## config.mk

```make
export PLATFORM = sky130hd
export DESIGN_NAME = cal_prescaler
export DESIGN_NICKNAME = d
export VERILOG_FILES = /design/src/rtl/cal_prescaler.sv
export SDC_FILE = /design/constraint.sdc
export NUM_CORES = 1
export LEC_CHECK = 0
export BUFFER_PORTS_ARGS = -buffer_cell sky130_fd_sc_hd__buf_2
export CAP_MARGIN = 20
export CORE_ASPECT_RATIO = 0.9
export CORE_MARGIN = 2
export CORE_UTILIZATION = 41
export DETAILED_ROUTE_END_ITERATION = 10
export GPL_ROUTABILITY_DRIVEN = 0
export HOLD_SLACK_MARGIN = 0.12
export PLACE_DENSITY = 0.57
export SKIP_LAST_GASP = 1
export SLEW_MARGIN = 25
export SYNTH_ARGS = -nofsm -noshare
export SYNTH_HDL_FRONTEND = slang
export SYNTH_SLANG_ARGS = --single-unit
```

## constraint.sdc

```tcl
create_clock -name clk -period 2.9 [get_ports clk]
set_clock_uncertainty 0.15 [all_clocks]
set_input_delay 0 -clock clk [delete_from_list [all_inputs] [get_ports clk]]
set_output_delay 0 -clock clk [all_outputs]
set_load 0.005 [all_outputs]
```

## src/rtl/cal_prescaler.sv

```systemverilog
module cal_prescaler #(
  parameter int LO_W   = 7,
  parameter int STAGES = 256,
  parameter int SECS   = 60,
  parameter int MINS   = 64,
  parameter int MAG_W  = 5
) (
  input  logic             clk,
  input  logic             rst_n,
  input  logic             osc_en,
  input  logic [MAG_W-1:0] cal_mag,
  input  logic             cal_pos,
  input  logic             stop,
  input  logic             ftest,
  output logic             sec_tick,
  output logic             test_out
);
  localparam int HI_W  = $clog2(STAGES + 2);
  localparam int SEC_W = (SECS > 1) ? $clog2(SECS) : 1;
  localparam int MIN_W = (MINS > 1) ? $clog2(MINS) : 1;
  localparam int CMP_W = ((MIN_W > MAG_W + 1) ? MIN_W : MAG_W + 1) + 1;

  logic [LO_W-1:0]  lo;
  logic [HI_W-1:0]  hi, last;
  logic [SEC_W-1:0] sec_c;
  logic [MIN_W-1:0] min_c;
  logic [MAG_W-1:0] mag_q;
  logic             pos_q, alter, sec_end, at_min_start;

  assign at_min_start = (lo == '0) && (hi == '0) && (sec_c == '0);
  assign alter = (sec_c == '0) && (CMP_W'(min_c) < CMP_W'({mag_q, 1'b0}));
  assign last = alter ? (pos_q ? HI_W'(STAGES - 3) : HI_W'(STAGES))
                      : HI_W'(STAGES - 1);
  assign sec_end = osc_en && !stop && (&lo) && (hi == last);
  assign test_out = ftest & lo[LO_W-2];

  always_ff @(posedge clk or negedge rst_n) begin
    if (!rst_n) begin
      lo <= '0;
      hi <= '0;
      sec_c <= '0;
      min_c <= '0;
      mag_q <= '0;
      pos_q <= 1'b0;
      sec_tick <= 1'b0;
    end else begin
      sec_tick <= sec_end;
      if (at_min_start) begin
        mag_q <= cal_mag;
        pos_q <= cal_pos;
      end
      if (stop) begin
        lo <= '0;
        hi <= '0;
      end else if (osc_en) begin
        lo <= lo + 1'b1;
        if (&lo) hi <= (hi == last) ? '0 : hi + 1'b1;
      end
      if (sec_end) begin
        if (sec_c == SEC_W'(SECS - 1)) begin
          sec_c <= '0;
          min_c <= (min_c == MIN_W'(MINS - 1)) ? '0 : min_c + 1'b1;
        end else begin
          sec_c <= sec_c + 1'b1;
        end
      end
    end
  end

  assert_tick_pulse_R6: assert property (@(posedge clk) disable iff (!rst_n)
    sec_tick |=> !sec_tick);
  assert_tick_needs_en_R9: assert property (@(posedge clk) disable iff (!rst_n)
    sec_tick |-> $past(osc_en));
  assert_stop_no_tick_R5: assert property (@(posedge clk) disable iff (!rst_n)
    stop |=> !sec_tick);
  assert_stop_clears_test_R5: assert property (@(posedge clk) disable iff (!rst_n)
    stop |=> !test_out);
  assert_cal_held_R8: assert property (@(posedge clk) disable iff (!rst_n)
    (sec_c != '0) |=> ($stable(mag_q) && $stable(pos_q)));
endmodule

```

==> summary by stage, run 1 <==
Finish
Relative to the synthesized area, the layout overhead comes to 17.7%. 0 antenna diodes ended up in the layout. The library cells used most frequently in the layout, excluding fill and tap cells, are dfrtp_1, nand2_1, nor2_1, nand3_1, o21ai_0. The total area of sequential cells is between 800 and 900 µm².

The number of inserted filler cells in the final layout is around 440. The net count reported at finish is around 260. In the final layout, the multi-input gates occupy roughly 0.0010 mm². In the final layout, the share of cells above drive strength 1 is 0.146. The most common cell after layout, fill and taps aside is dfrtp_1.

Drt
The first routing iteration left 71 violations. After detailed routing, the number of remaining DRC violations is 0. The total via count after detailed routing is roughly 1600. The first TritonRoute pass finished after 4 iterations.

After detailed routing, the average wire length per cell comes to 13.4 µm. Summed over all layers, the routed wires come to 4.06 mm. The remaining antenna violation count is 0. The via density per instance is approximately 5.3.

Global route
The number of global-route vias before repair is 1478. For this run the aggregate overflow at the end of global routing stands at 0. The first global-routing pass estimated a little under 7 mm of wire. Entering global routing, the biggest net connects 36 pins. For this run, the total global-route usage over all layers was measured as 0.161.

The initial antenna violation count is 0.

Floorplan
The floorplan die area is 0.00541 mm². The count of standard-cell rows is 23. During I/O placement, the number of pins put on the boundary was 13. The horizontal die dimension is approximately 77 µm. The vertical die dimension is approximately 70 µm. The core region is 0.00455 mm².

The initial utilization of the core area, before any placement, comes to 0.436.

Clock tree
The clock transition at the registers of the reported paths is 0.07 ns. Gates resized during post-CTS repair numbered 0. Once the clock tree was built, the setup fixing pass inserted 0 buffers.

Counting the buffers created by CTS gives 5. The sink count of the clock tree is 35. The worst-case clock buffer depth is 2. The CTS root buffer is clkbuf_8. The clock tree synthesis step divided the H-tree into 2 levels.

The CTS tree is yes. The clock network latency to the later pin of the worst-skew pair is 0.29 ns. The number of buffers added to fix hold violations after cts is 10.

Setup path
The slowest stage cell on the critical path is nor4b_1. The highest cell delay on the worst timing path is roughly 0.43 ns. The worst register-to-register path has a setup slack of between 0.3 and 0.4 ns. The largest fanout on the critical path is 10.

By startpoint and endpoint, the worst setup path is classified as flop to flop. The worst setup path is captured at a flop. The kind of cell adding the most delay to the critical path is multiplexers. The required time of the critical path is approximately 2.9 ns. Together, buffers and inverters on the worst path number 1. The launching element type of the critical path is a flop. The arrival time reported for the critical path endpoint is roughly 2.6 ns. Traced cell by cell, the critical path runs through ha_1 -> a21oi_1 -> o21ai_0 -> a31oi_1 -> mux2i_1 -> buf_4 -> nor4b_1 -> mux2_2.

Timing
Setup repair after global routing left no endpoint under its margin. The sum of negative setup slack is 0 ns. The tightest slew margin relative to the limit is 0.479. The total count of hold-check failures in the final report is 0.

The final cycle utilization of the critical path is 0.876. The worst hold margin is roughly 0.12 ns. The worst path needs ~2.5 ns of the cycle, external delays included. The slew of the pin with the lowest slew margin is slightly below 0.8 ns. Timing would allow up to approximately 390 MHz.

The setup-violating endpoint count in the final report is 0. The number of slew-limit violations in the final report is 0.

Synth
The mean post-synth cell area is 9.39 µm². The cell type contributing the most total cell area after synthesis is dfrtp_1. Of the post-synthesis cell area, the dominant cell type holds 0.442. The mapped netlist covers ~0.0020 mm². The number of library cell types mapped by synthesis is 40.

Of the synthesized area, sequential elements account for 0.442. The number of synthesized register bits is 35. Synthesis handed over a netlist of around 210 instances. After synthesis, the cell types taking the most area are dfrtp_1, ha_1, nand2_1. The count of warnings emitted by yosys is 0. The post-synth net total is approximately 230.

Power
Of the total power, registers draw 0.509. In this run the static leakage power is 0.00101 µW. The analysis attributes to net switching a power of 212 µW. The share of total power dissipated in combinational logic is 0.053.

The internal power of the cells totals between 700 and 800 µW. Of the total power, the share spent switching nets is 0.216. The worst vdd rail ir drop is approximately 0.00021 V. The areal power density over the cells is roughly 420 mW/mm². The relative contribution of the clock network to total power is 0.439.

Hold path
The worst hold-check path type is input port to output port.

Run
Max-cap violations in this run came to 0.

Outcome
The flow ran to the end, and the final reports show no timing, DRC or antenna violations.

Placed design
The count of input and output buffers is 12. The post-DP HPWL is ~2.8 mm.
metrics by stage:
stage               utilization  setup WS [ns]  power, µW  area (µm²)  std cells
global route              0.513          0.137       1010        2330        302
CTS                       0.513          0.382        988        2330        302
global placement          0.468          0.443        548        2130        285
finish                    0.513          0.360        979        2330        302
detailed placement        0.468          0.414        549        2130        285
floorplan                     -          0.618        525        1980        211
tightest hold or removal path: stages:
cell and delay [ns]:
buf_2 0.07, and2_1 0.10, buf_2 0.10
area by class of cell:
class,instances,area share
flip-flops and latches,35,0.376
multi-input cells,159,0.443
repair buffers,27,0.0848
inverters,12,0.0193
well taps,62,0.0333
clock inverters,1,0.0129
clock buffers,6,0.0311
metal layers:
layer	track usage	vias up	wire [µm]
met2	0.227	36	1730
li1	-	797	-
met1	0.239	756	2120
met5	0	-	0
met3	0.0388	6	144
met4	0.0595	0	63
cell families (layout without fill, tap and decap cells):
kind of cell | Yosys count | after routing | synth area share
mux | 9 | 9 | 0.0486
simple gates | 92 | 92 | 0.242
compound gates | 35 | 35 | 0.108
fa+ha+maj | 11 | 11 | 0.0694
flops | 35 | 35 | 0.442
xor+xnor | 12 | 12 | 0.0530
buf+inv | 17 | 46 | 0.0366
flip-flops by register name, indices dropped and copies added, names as in the netlist:
name and flops:
sec_c 6, pos_q 1, lo 7, min_c 6
hi 9, mag_q 5, sec_tick 1
cell usage after synthesis, drive strengths merged:
| cell type | instances |
|---|---|
| mux2i | 4 |
| a21bo | 1 |
| nand4b | 1 |
| nor2b | 2 |
| inv | 12 |
| a211o | 1 |
| nand3 | 17 |
| xnor2 | 5 |
| or4 | 2 |
| o22ai | 1 |
| nand2 | 25 |
| and2 | 1 |
| a31oi | 3 |
| nor2 | 22 |
| nand4 | 3 |
| nor3 | 6 |
| and4b | 1 |
| nor4 | 1 |
| buf | 2 |
| or2 | 1 |
| o31ai | 2 |
| or3 | 2 |
| xor2 | 7 |
| mux2 | 5 |
| nor4b | 5 |
| and3 | 2 |
| o21ai | 14 |
| o211ai | 1 |
| clkbuf | 3 |
| dfrtp | 35 |
| a21oi | 9 |
| ha | 11 |
| o21bai | 1 |
| and4 | 1 |
| o41ai | 2 |
power by group through the flow:
| stage | logic [µW] | registers (µW) | clock network (µW) |
|---|---|---|---|
| floorplan | 19.3 | 506 | 0 |
| global placement | 41.0 | 507 | 0 |
| detailed placement | 41.8 | 507 | 0 |
| CTS | 52.9 | 498 | 438 |
| global route | 59.9 | 498 | 455 |
| finish | 51.4 | 498 | 430 |
path summary, 6_finish.rpt:
path                          start        to  cells past startpoint
max                        min_c[3]  sec_c[2]                      8
min                           ftest  test_out                      3
max reg2reg                min_c[3]  sec_c[2]                      8
min reg2reg                mag_q[0]  mag_q[0]                      1
max in group asynchronous     rst_n  sec_c[1]                      2
min in group asynchronous     rst_n     lo[3]                      2
Power figures use the tool's default switching activity.
==> run 2, diff against run 1 <==
Settings changed: CORE_ASPECT_RATIO 0.9 to unset.
==> run 2 against run 1 <==
Against the previous run: die area about the same; worst hold slack improved by 0.0051 ns; critical endpoint unchanged; sequential share of layout area increased by 0.91 points; setup slack improved by 0.041 ns; count of clock-buffer cells in the layout unchanged; register-to-register slack improved by 0.04 ns; design area decreased by 2.4%; sequential power about the same; wire length decreased by 3.6%; highest routed layer unchanged; power decreased by 11%; critical path depth unchanged; flip-flop and latch count unchanged.
==> summary by stage, run 2 (synthesis gave the netlist of run 1 again) <==
Finish
The net count reported at finish is 260 (-0.76%). The non-filler instance count after layout is 291 (-3.6%). Leaving out fill and tap cells, the most frequent cell in the layout is dfrtp_1. Relative to the synthesized area, the layout overhead comes to 14.9%. The most flop-heavy register is hi.

The largest registers in the layout are hi: 9 flops, lo: 7 flops. In the layout the commonest cells are dfrtp_1, nand2_1, nor2_1, nand3_1, o21ai_0. The number of inserted filler cells in the final layout is 449 (+1.6%). The core utilization of the finished layout was 0.485 (-0.0276).

The count of inserted antenna diode cells is 0 (unchanged). The number of flip-flops under the largest register name is 9 (unchanged). The fraction of layout instances using a drive strength above 1 is 0.135 (-0.0108).

Drt
The remaining antenna violation count came to 0 (unchanged). The routed length per instance was 13.4 µm (about the same). The final routed DRC violation total was 0 (unchanged). The total via count after detailed routing is 1536 (-3.7%). The final routed wirelength across all metal layers is 3.91 mm (-3.6%). The via density per instance is 5.28 (about the same). The number of iterations in the first detailed-routing pass is 4 (unchanged). The DRC marker count from the first detailed-route iteration was 91 (+28%).

Floorplan
The count of standard-cell rows was 25 (+8.7%). The effective utilization at floorplan came to 0.422 (-0.0135). The number of primary I/O pins was 13 (unchanged).

The floorplan die area is 0.00541 mm² (about the same). The area inside the core boundary is 0.00469 mm² (+3.2%). The horizontal die dimension came to 73.5 µm (-4.9%). The vertical die dimension came to 73.5 µm (+5.1%).

Placed design
The count of placed standard cells including taps is 275 (-3.5%). The post-DP HPWL is 2.75 mm (-1.2%). The count of input and output buffers is 12 (unchanged).

Timing
Setup repair after global routing left no endpoint under its margin. The setup-violating endpoint count in the final report is 0 (unchanged). The sum of negative setup slack is 0 ns (unchanged). The total count of hold-check failures in the final report came to 0 (unchanged).

The highest achievable clock rate came to 400 MHz (+1.7%). The final cycle utilization of the critical path is 0.862 (-0.0143). The minimum clock period after layout is 2.50 ns (-0.0414 ns).

The slew of the pin with the lowest slew margin is 0.786 ns (+0.00350 ns). The number of slew-limit violations in the final report was 0 (unchanged). The tightest slew margin relative to the limit was 0.476 (-0.00234).

Hold path
The startpoint identified for the worst hold timing path is ftest. The worst-case hold path end point is test_out. The min-delay analysis places its worst path in the category input port to output port. The number of cells traversed by the worst hold path is 3 (unchanged).

Global route
The initial antenna violation count is 0 (unchanged). The all-layer global routing usage is 0.165 (+0.00375). The aggregate global routing overflow is 0 (unchanged). The largest net degree at the start of global routing was 36 (unchanged).

The wire length of the first global-routing pass is 6.72 mm (-3.0%). The number of global-route vias before repair is 1469 (-0.61%).

Outcome
The run finished with clean final reports.

Clock tree
The sink count of the clock tree is 35 (unchanged). The worst-case clock buffer depth is 2 (unchanged). The deepest level of the CTS H-tree is 2 (unchanged). The clock network latency to the later pin of the worst-skew pair came to 0.28 ns (about the same).

The post-cts gate resize count came to 0 (unchanged). The tree is rooted in a clkbuf_8. The number of buffers created by CTS is 5 (unchanged).

The clock transition at the registers of the reported paths is 0.06 ns (about the same). TritonCTS built the clock tree.

Setup path
The highest cell delay on the worst timing path is 0.42 ns (about the same). The startpoint identified for the worst register-to-register timing path is min_c[3]. The required time of the critical path is 2.92 ns (about the same). The slowest stage cell on the critical path is dfrtp_1. The sort of element at the end of the critical path is a flop.

The terminus of the critical flop-to-flop path is sec_c[2]. The slack of the worst reg-to-reg path is 0.40 ns (+0.04 ns). The buffering stage count on the worst path with inverters included was 1 (unchanged). The arrival time reported for the critical path endpoint came to 2.52 ns (-0.05 ns).

The cell depth of the worst flop-to-flop path came to 8 (unchanged). The largest fanout on the critical path is 6 (-4). The worst setup path is of the flop to flop kind. Among cell families on the critical path, the largest total delay comes from multiplexers. The launching element type of the critical path is a flop. Traced cell by cell, the critical path runs through ha_1 -> a21oi_1 -> o21ai_0 -> a31oi_1 -> mux2i_1 -> buf_4 -> nor4b_1 -> mux2_2.

Power
The relative contribution of the clock network to total power is 0.369 (-0.070). The portion of total power attributed to sequential cells came to 0.572 (+0.063). The internal cell power came to 676 µW (-12%). The worst vdd rail ir drop is 0.000225 V (+8.8%).

The cell leakage power was 0.000990 µW (-2.5%). The fraction of power spent switching nets is 0.224 (+0.00742). The net switching power is 195 µW (-8.0%). The combinational power share was 0.059 (+0.006). The areal power density over the cells is 382 mW/mm² (-8.9%).

Run
The number of max-cap violations is 0 (unchanged).
==> run 2: cell count changes in the layout (fill, tap and decap cells not counted) <==
cell	previous run	this run
buf_4	5	3
bufinv_16	1	0
==> run 2: timing repair <==
item / in CTS / in global routing
endpoints found under the hold margin: 52 / 0
hold buffers: 10 / 0
setup buffers: 0 / 0
==> run 2: cell type report <==
type	count	area (µm²)	area share
multi-input combinational	159	1030	0.454
sequential	35	876	0.385
timing repair buffer	25	183	0.0802
clock buffer	6	72.6	0.0319
tap	54	67.6	0.0297
inverter	12	45.0	0.0198
==> run 2: how the worst max path moves through the flow <==
stage	startpoint	to	cells after the start
2_1_floorplan	min_c[3]	sec_c[2]	7
3_3_place_gp	min_c[3]	sec_c[2]	8
3_5_place_dp	min_c[3]	sec_c[2]	8
4_1_cts	min_c[3]	sec_c[2]	8
5_1_grt	sec_c[0]	sec_c[2]	9
6_report	min_c[3]	sec_c[2]	8
==> run 2: stage by stage <==
stage	hold slack, ns	instance area (µm²)	total power, µW	setup slack [ns]
final	0.129	2280	871	0.401
after global routing	0.171	2280	910	0.244
after CTS	0.136	2280	889	0.398
after detailed placement	-0.0127	2100	549	0.407
after global placement	-0.0146	2100	549	0.460
after floorplan	-0.446	1980	525	0.618
==> run 2: layer usage <==
metal / track usage / wire, µm / vias to the layer above
met5: 0 / 0 / -
met4: 0.0667 / 71 / 0
met3: 0.0412 / 103 / 6
met2: 0.262 / 1850 / 16
met1: 0.215 / 1880 / 719
li1: - / - / 795
==> run 2: worst min-delay path: stages <==
cell and delay [ns]:
buf_2 0.07, and2_1 0.11, buf_2 0.10
==> run 2: power by group through the flow <==
| stage | registers, µW | clock network (µW) | logic, µW |
|---|---|---|---|
| 5_1_grt | 499 | 352 | 59.5 |
| 4_1_cts | 498 | 338 | 53.3 |
| 3_5_place_dp | 507 | 0 | 41.8 |
| 6_report | 498 | 321 | 51.5 |
| 2_1_floorplan | 506 | 0 | 19.3 |
| 3_3_place_gp | 507 | 0 | 41.7 |
